$ cat src/rtl/flash_bus_front_pkg.sv
package flash_bus_front_pkg;

   typedef enum logic [1:0] {
      IDS_MAKER  = 2'd0,
      IDS_DEVICE = 2'd1,
      IDS_LOCK   = 2'd2,
      IDS_ZERO   = 2'd3
   } id_sel_e;

   function automatic id_sel_e id_decode(input logic a6, input logic a1, input logic a0);
      id_sel_e r;
      case ({a6, a1, a0})
         3'b000:  r = IDS_MAKER;
         3'b001:  r = IDS_DEVICE;
         3'b010:  r = IDS_LOCK;
         default: r = IDS_ZERO;
      endcase
      return r;
   endfunction

endpackage

$ cat src/rtl/flash_bus_front_sync.sv
module flash_bus_front_sync #(
   parameter int          WIDTH   = 1,
   parameter int          STAGES  = 2,
   parameter logic [WIDTH-1:0] RST_VAL = '0
) (
   input  logic             clk,
   input  logic             rst_n,
   input  logic [WIDTH-1:0] d,
   output logic [WIDTH-1:0] q
);

   if (WIDTH < 1) begin : g_bad_width
      $error("sync WIDTH must be at least 1");
   end

   if (STAGES == 0) begin : g_bypass
      assign q = d;
   end else begin : g_chain
      logic [WIDTH-1:0] stg [STAGES];
      always_ff @(posedge clk or negedge rst_n) begin
         if (!rst_n) begin
            for (int i = 0; i < STAGES; i++) stg[i] <= RST_VAL;
         end else begin
            stg[0] <= d;
            for (int i = 1; i < STAGES; i++) stg[i] <= stg[i-1];
         end
      end
      assign q = stg[STAGES-1];
   end

endmodule

$ cat src/rtl/flash_bus_front_wqual.sv
module flash_bus_front_wqual #(
   parameter int ADDR_W     = 17,
   parameter int DATA_W     = 8,
   parameter int GLITCH_MIN = 3
) (
   input  logic              clk,
   input  logic              rst_n,
   input  logic              s_ce_n,
   input  logic              s_oe_n,
   input  logic              s_we_n,
   input  logic              s_low,
   input  logic [ADDR_W-1:0] s_addr,
   input  logic [DATA_W-1:0] s_data,
   output logic              wr_stb,
   output logic [ADDR_W-1:0] wr_addr,
   output logic [DATA_W-1:0] wr_data
);

   localparam int CNT_W = $clog2(GLITCH_MIN + 1);
   localparam logic [CNT_W-1:0] CNT_TOP = CNT_W'(GLITCH_MIN);

   if (GLITCH_MIN < 1) begin : g_bad_glitch
      $error("GLITCH_MIN must be at least 1");
   end

   logic             armed_q;
   logic [CNT_W-1:0] run_q;
   logic             posture;
   logic             qualified;
   logic             close_ev;

   // write posture: chip selected, output disabled, write-enable low, supply good
   assign posture   = armed_q && !s_ce_n && s_oe_n && !s_we_n && !s_low;
   assign qualified = (run_q == CNT_TOP);
   // write closes on write-enable rise while still selected with outputs off
   assign close_ev  = qualified && s_we_n && !s_ce_n && s_oe_n && !s_low;

   // arming: a low write-enable phase counts only after write-enable has been seen high
   always_ff @(posedge clk or negedge rst_n) begin
      if (!rst_n)        armed_q <= 1'b0;
      else if (s_low)    armed_q <= 1'b0;
      else if (s_we_n)   armed_q <= 1'b1;
   end

   always_ff @(posedge clk or negedge rst_n) begin
      if (!rst_n)                 run_q <= '0;
      else if (!posture)          run_q <= '0;
      else if (run_q != CNT_TOP)  run_q <= run_q + 1'b1;
   end

   always_ff @(posedge clk or negedge rst_n) begin
      if (!rst_n) begin
         wr_stb  <= 1'b0;
         wr_addr <= '0;
         wr_data <= '0;
      end else begin
         wr_stb <= close_ev;
         if (close_ev) begin
            wr_addr <= s_addr;
            wr_data <= s_data;
         end
      end
   end

   // independent run-length monitor for the width assertion
   logic [CNT_W-1:0] mon_low_q;
   always_ff @(posedge clk or negedge rst_n) begin
      if (!rst_n)                     mon_low_q <= '0;
      else if (s_we_n)                mon_low_q <= '0;
      else if (mon_low_q != CNT_TOP)  mon_low_q <= mon_low_q + 1'b1;
   end

   a_r2_single_pulse: assert property (@(posedge clk) disable iff (!rst_n)
      wr_stb |=> !wr_stb);
   a_r4_min_width: assert property (@(posedge clk) disable iff (!rst_n)
      wr_stb |-> ($past(mon_low_q) == CNT_TOP));
   a_r5_no_strobe_low_supply: assert property (@(posedge clk) disable iff (!rst_n)
      wr_stb |-> !$past(s_low));
   a_r6_needs_arming: assert property (@(posedge clk) disable iff (!rst_n)
      wr_stb |-> $past(armed_q));

endmodule

$ cat src/rtl/flash_bus_front_prot.sv
module flash_bus_front_prot
   import flash_bus_front_pkg::*;
#(
   parameter int ADDR_W = 17,
   parameter int DATA_W = 8,
   parameter int SECT_W = 3,
   parameter logic [DATA_W-1:0] MAKER_CODE  = 8'h01,
   parameter logic [DATA_W-1:0] DEVICE_CODE = 8'h20
) (
   input  logic              clk,
   input  logic              rst_n,
   input  logic              id_act,
   input  logic              prot_we,
   input  logic [SECT_W-1:0] prot_sect,
   input  logic              prot_val,
   input  logic [ADDR_W-1:0] rd_addr,
   input  logic [DATA_W-1:0] array_rdata,
   input  logic [SECT_W-1:0] op_sect,
   output logic [DATA_W-1:0] rdata,
   output logic              op_ok
);

   localparam int NSECT = 1 << SECT_W;

   if (ADDR_W < SECT_W + 7) begin : g_bad_addr
      $error("ADDR_W too small for sector field and identification bits");
   end

   logic [NSECT-1:0] lock_q;

   for (genvar s = 0; s < NSECT; s++) begin : g_sect
      always_ff @(posedge clk or negedge rst_n) begin
         if (!rst_n)
            lock_q[s] <= 1'b0;
         else if (id_act && prot_we && (prot_sect == SECT_W'(s)))
            lock_q[s] <= prot_val;
      end
   end

   logic [SECT_W-1:0] rd_sect;
   id_sel_e           sel;

   assign rd_sect = rd_addr[ADDR_W-1 -: SECT_W];
   assign sel     = id_decode(rd_addr[6], rd_addr[1], rd_addr[0]);
   assign op_ok   = !lock_q[op_sect];

   always_comb begin
      if (!id_act) begin
         rdata = array_rdata;
      end else begin
         unique case (sel)
            IDS_MAKER:  rdata = MAKER_CODE;
            IDS_DEVICE: rdata = DEVICE_CODE;
            IDS_LOCK:   rdata = DATA_W'(lock_q[rd_sect]);
            default:    rdata = '0;
         endcase
      end
   end

   a_r11_locked_without_id: assert property (@(posedge clk) disable iff (!rst_n)
      !id_act |=> $stable(lock_q));
   a_r9_status_is_bit: assert property (@(posedge clk) disable iff (!rst_n)
      (id_act && sel == IDS_LOCK) |-> (rdata[DATA_W-1:1] == '0));

endmodule

$ cat src/rtl/flash_bus_front.sv
module flash_bus_front #(
   parameter int ADDR_W      = 17,
   parameter int DATA_W      = 8,
   parameter int SECT_W      = 3,
   parameter int SYNC_STAGES = 2,
   parameter int GLITCH_MIN  = 3,
   parameter logic [DATA_W-1:0] MAKER_CODE  = 8'h01,
   parameter logic [DATA_W-1:0] DEVICE_CODE = 8'h20
) (
   input  logic              clk,
   input  logic              rst_n,
   input  logic              ce_n,
   input  logic              oe_n,
   input  logic              we_n,
   input  logic [ADDR_W-1:0] addr,
   input  logic [DATA_W-1:0] wdata,
   input  logic [DATA_W-1:0] array_rdata,
   input  logic              supply_low,
   input  logic              id_hv,
   input  logic              prot_we,
   input  logic [SECT_W-1:0] prot_sect,
   input  logic              prot_val,
   input  logic [SECT_W-1:0] op_sect,
   output logic [DATA_W-1:0] rdata,
   output logic              wr_stb,
   output logic [ADDR_W-1:0] wr_addr,
   output logic [DATA_W-1:0] wr_data,
   output logic              op_ok,
   output logic              seq_clear
);

   if (DATA_W < 8) begin : g_bad_data
      $error("DATA_W must hold the identification bytes");
   end

   // control bundle: {supply_low, id_hv, oe_n, ce_n, we_n}
   // reset values keep the pins looking like a write posture with supply low,
   // so nothing is accepted until real levels have propagated
   localparam int CTL_W = 5;
   localparam logic [CTL_W-1:0] CTL_RST = 5'b1_0_1_0_0;
   localparam int BUS_W = ADDR_W + DATA_W;

   logic [CTL_W-1:0]  ctl_s;
   logic [BUS_W-1:0]  bus_s;

   flash_bus_front_sync #(
      .WIDTH(CTL_W), .STAGES(SYNC_STAGES), .RST_VAL(CTL_RST)
   ) u_sync_ctl (
      .clk(clk), .rst_n(rst_n),
      .d({supply_low, id_hv, oe_n, ce_n, we_n}),
      .q(ctl_s)
   );

   flash_bus_front_sync #(
      .WIDTH(BUS_W), .STAGES(SYNC_STAGES), .RST_VAL('0)
   ) u_sync_bus (
      .clk(clk), .rst_n(rst_n),
      .d({addr, wdata}),
      .q(bus_s)
   );

   logic s_low, s_id, s_oe_n, s_ce_n, s_we_n;
   assign {s_low, s_id, s_oe_n, s_ce_n, s_we_n} = ctl_s;
   assign seq_clear = s_low;

   flash_bus_front_wqual #(
      .ADDR_W(ADDR_W), .DATA_W(DATA_W), .GLITCH_MIN(GLITCH_MIN)
   ) u_wqual (
      .clk(clk), .rst_n(rst_n),
      .s_ce_n(s_ce_n), .s_oe_n(s_oe_n), .s_we_n(s_we_n), .s_low(s_low),
      .s_addr(bus_s[BUS_W-1 -: ADDR_W]), .s_data(bus_s[DATA_W-1:0]),
      .wr_stb(wr_stb), .wr_addr(wr_addr), .wr_data(wr_data)
   );

   flash_bus_front_prot #(
      .ADDR_W(ADDR_W), .DATA_W(DATA_W), .SECT_W(SECT_W),
      .MAKER_CODE(MAKER_CODE), .DEVICE_CODE(DEVICE_CODE)
   ) u_prot (
      .clk(clk), .rst_n(rst_n),
      .id_act(s_id),
      .prot_we(prot_we), .prot_sect(prot_sect), .prot_val(prot_val),
      .rd_addr(addr), .array_rdata(array_rdata), .op_sect(op_sect),
      .rdata(rdata), .op_ok(op_ok)
   );

   a_r5_clear_tracks_lockout: assert property (@(posedge clk) disable iff (!rst_n)
      seq_clear |-> !wr_stb);

endmodule

$ cat config.mk
export PLATFORM = sky130hd
export DESIGN_NAME = flash_bus_front
export DESIGN_NICKNAME = d
export VERILOG_FILES = /design/src/rtl/flash_bus_front_pkg.sv /design/src/rtl/flash_bus_front_sync.sv /design/src/rtl/flash_bus_front_wqual.sv /design/src/rtl/flash_bus_front_prot.sv /design/src/rtl/flash_bus_front.sv
export SDC_FILE = /design/constraint.sdc
export NUM_CORES = 1
export LEC_CHECK = 0
export ABC_AREA = 1
export BUFFER_PORTS_ARGS = -buffer_cell sky130_fd_sc_hd__buf_2
export CAP_MARGIN = 20
export CORE_ASPECT_RATIO = 0.7
export CORE_UTILIZATION = 45
export CTS_CLUSTER_DIAMETER = 200
export CTS_CLUSTER_SIZE = 28
export DETAILED_ROUTE_END_ITERATION = 12
export PLACE_DENSITY = 0.75
export SETUP_SLACK_MARGIN = 0.02
export SLEW_MARGIN = 20
export SYNTH_ARGS = -nofsm -noshare
export SYNTH_HDL_FRONTEND = slang
export SYNTH_SLANG_ARGS = --single-unit
$ cat constraint.sdc
create_clock -name clk -period 2.4 [get_ports clk]
set_input_delay 0.12 -clock clk [delete_from_list [all_inputs] [get_ports clk]]
set_output_delay 0.12 -clock clk [all_outputs]
set_load 0.02 [all_outputs]
==> results.py <==
metrics = {
    "status": {
        "status": "completed",
    },
    "sta": {
        "setup_tns_ns": 0,
        "final-max-slew-violation-count": 0,
        "period_share_pct": 73.6,
        "finalSetupViolCount": 0,
        "hold_viol_final": 0,
        "fin_skew_ns": 0.00984,
        "finalCriticalPeriod_ns": 1.77,
        "fmax_ghz": 0.566,
        "worstMarginPinSlew_ns": 0.670,
        "slew_headroom_pct": 55.3,
        "rsz0062_at_grt": "no",
    },
    "synth": {
        "synth_cells": 274,
        "synth_edf_count": 0,
        "yosysMostFrequentCell": "dfrtp_1",
        "seq_area_frac_synth_pct": 75.2,
        "synthSimpleGateAreaFrac_pct": 15.5,
        "synth_xor_area_share_pct": 0.271,
        "synth_common_cells": "dfrtp_1 (93), nand2_1 (92), inv_1 (22)",
        "synth_area_um2": 3230,
        "synth_compound_area_share_pct": 4.68,
        "synthAdderAreaFrac_pct": 0.387,
        "yosys.area.top_type": "dfrtp_1",
        "synth-warning-count": 0,
        "synth_top_family_by_area": "simple AND/OR/NAND/NOR gates",
        "postSynth.asyncResetShare_pct": 100,
        "synthMuxAreaShare_pct": 0,
        "yosys.cell_types.count": 20,
        "syn_nets": 323,
        "syn_avg_cell_area_um2": 11.8,
        "synth.area.top_cells": "dfrtp_1 (72%), nand2_1 (11%), dfstp_2 (3.2%)",
        "ys_seq_elements": 97,
        "synth_top_area_share_pct": 72.0,
        "synth_ff_type": "dfrtp_1",
    },
    "clock_tree": {
        "clk_latency_ns": 0.35,
        "cts.sinks": 97,
        "numCtsBuffers": 9,
        "cts_max_path_buffers": 2,
        "cts.repair.resized": 0,
        "cts_tree": "yes",
        "clock-root-buffer": "clkbuf_8",
        "cts.clk_slew.worst_paths_ns": 0.09,
        "h-tree-depth": 3,
    },
    "floorplanning": {
        "io_pins": 84,
        "die_h_um": 72.9,
        "die_w_um": 103,
        "rows": 25,
        "dieArea_um2": 7540,
        "core_um2": 6850,
        "start_util_pct": 47.2,
    },
    "cells_and_area": {
        "num-nets-final": 444,
        "drive_gt1_share_pct": 27.3,
        "post-route-util_pct": 62.8,
        "fin_cells": 493,
        "diodes": 0,
        "syn_to_final_growth_pct": 33.0,
    },
    "worst_setup_path": {
        "worstSetupStartpoint": "u_wqual.run_q[0]$_DFFE_PN0P_",
        "critPathArrivalTime_ns": 2.01,
        "crit_required_ns": 2.65,
        "reg2reg_from": "u_wqual.run_q[0]$_DFFE_PN0P_",
        "worst-path-max-fanout": 26,
        "worstSetupStartpointType": "register",
        "critical_path_class": "register to register",
        "regToRegSetupSlack_ns": 0.63,
        "end_kind": "register",
    },
    "worst_hold_path": {
        "min_path_type": "input pin to register",
        "min-delay-start": "prot_sect[2]",
    },
    "routing": {
        "first_pass_iters": 4,
        "drc": 0,
        "drt_wl_total_mm": 5.82,
        "routedWlPerCell_um": 11.8,
        "ant_nets": 0,
        "viasPerCell": 4.54,
        "num_vias": 2236,
        "drt-initial-drc-count": 66,
    },
    "pwr": {
        "swShare_pct": 22.0,
        "power.internal_uw": 2530,
        "p_leak_uw": 0.00232,
        "p_total_uw": 3240,
        "clockPowerShare_pct": 38.0,
        "comb_power_share_pct": 7.4,
        "p_switching_uw": 714,
        "p_per_area_nw_per_um2": 754,
        "p_seq_share_pct": 54.6,
        "ir_drop_mv": 0.366,
    },
    "global_routing": {
        "use_met3_pct": 6.23,
        "grt_remaining_overflow": 0,
        "use_met2_pct": 27.3,
        "grt_max_degree": 56,
        "grt_pass1_wl_mm": 9.80,
        "grt_pass1_vias": 2154,
        "met1_usage_pct": 23.7,
        "grt_use_total_pct": 17.8,
        "gr-max-usage-layer": "met2",
        "antenna_found_initial": 0,
    },
    "placement": {
        "dp_cells": 447,
        "dp.final_hpwl_mm": 3.87,
        "gp_congestion": 0.790,
        "io_buffers": 83,
    },
    "flow_run": {
        "max-cap-violations": 0,
    },
}
## cell usage in the layout (no fill, tap or decap), drive strengths merged, types with 8 or more instances in the layout
cell	count
nor2	15
nand2	92
dfrtp	93
a31oi	8
buf	84
a21oi	13
nand3	9
clkbuf	9
inv	25
dlygate4sd3	31
## logic make-up after synthesis
logic type,count (synthesis)
xor+xnor,1
simple gates,119
buf+inv,29
fa+ha+maj,1
flops,97
compound gates,27
## state kept, by name (all words and copies together), names as in the netlist
register / cells
u_sync_ctl.g_chain.stg: 5
u_sync_ctl.q: 5
u_wqual.wr_addr: 17
u_wqual.wr_data: 8
u_sync_bus.q: 25
u_wqual.wr_stb: 1
u_wqual.armed_q: 1
u_wqual.run_q: 2
u_sync_bus.g_chain.stg: 25
u_prot.lock_q: 8
## routing by layer
metal	vias up	wire (um)	part of all wire, %
met3	8	398	6.8
met4	0	74	1.3
li1	1099	-	-
met1	1055	2720	47
met2	74	2620	45
met5	-	0	0
## critical path: stages, from the launching register on
cell,delay (ns)
dfrtp_1,0.40
ha_1,0.25
inv_2,0.09
nor2_4,0.04
nand4_4,0.23
clkinv_2,0.40
nand2_1,0.18
nand2_1,0.06
## per-stage QoR
step / setup slack, ns / instance area, um^2 / hold WS [ns]
floorplan: 0.964 / 3230 / -0.176
global placement: 0.723 / 3750 / 0.193
detailed placement: 0.618 / 3750 / 0.202
CTS: 0.613 / 4300 / 0.110
global route: 0.400 / 4300 / 0.125
finish: 0.634 / 4300 / 0.125
## layout make-up
| cell class | count | area, um^2 |
|---|---|---|
| multi-input combinational | 148 | 673 |
| fill | 552 | 2550 |
| clock buffer | 9 | 124 |
| clock inverter | 6 | 115 |
| timing repair buffer | 115 | 748 |
| inverter | 24 | 91.3 |
| tap | 94 | 118 |
| sequential | 97 | 2430 |
## final timing paths
kind,end,cells after the start
worst max register to register,u_wqual.wr_addr[4]$_DFFE_PN0P_,7
worst min-delay path,u_prot.lock_q[0]$_DFFE_PN0P_,3
worst min register to register,u_sync_bus.q[24]$_DFF_PN0_,0
min in group asynchronous,u_wqual.wr_data[5]$_DFFE_PN0P_,2
max in group asynchronous,u_sync_bus.g_chain.stg[44]$_DFF_PN0_,3
worst max-delay path,u_wqual.wr_addr[4]$_DFFE_PN0P_,7
## what timing repair did
action / CTS / global route
setup buffers: 0 / 0
hold buffers: 31 / 0
endpoints found under the hold margin: 80 / 0
endpoints found under the setup margin: 0 / 0
## power by group through the flow
stage                     logic, uW  clock network, uW  registers, uW
final                           239               1230           1770
after global placement          195                  0           1800
after floorplan                98.8                  0           1780
after CTS                       241               1270           1770
after detailed placement        202                  0           1800
after global routing            272               1330           1780
Power figures use the tool's default switching activity.
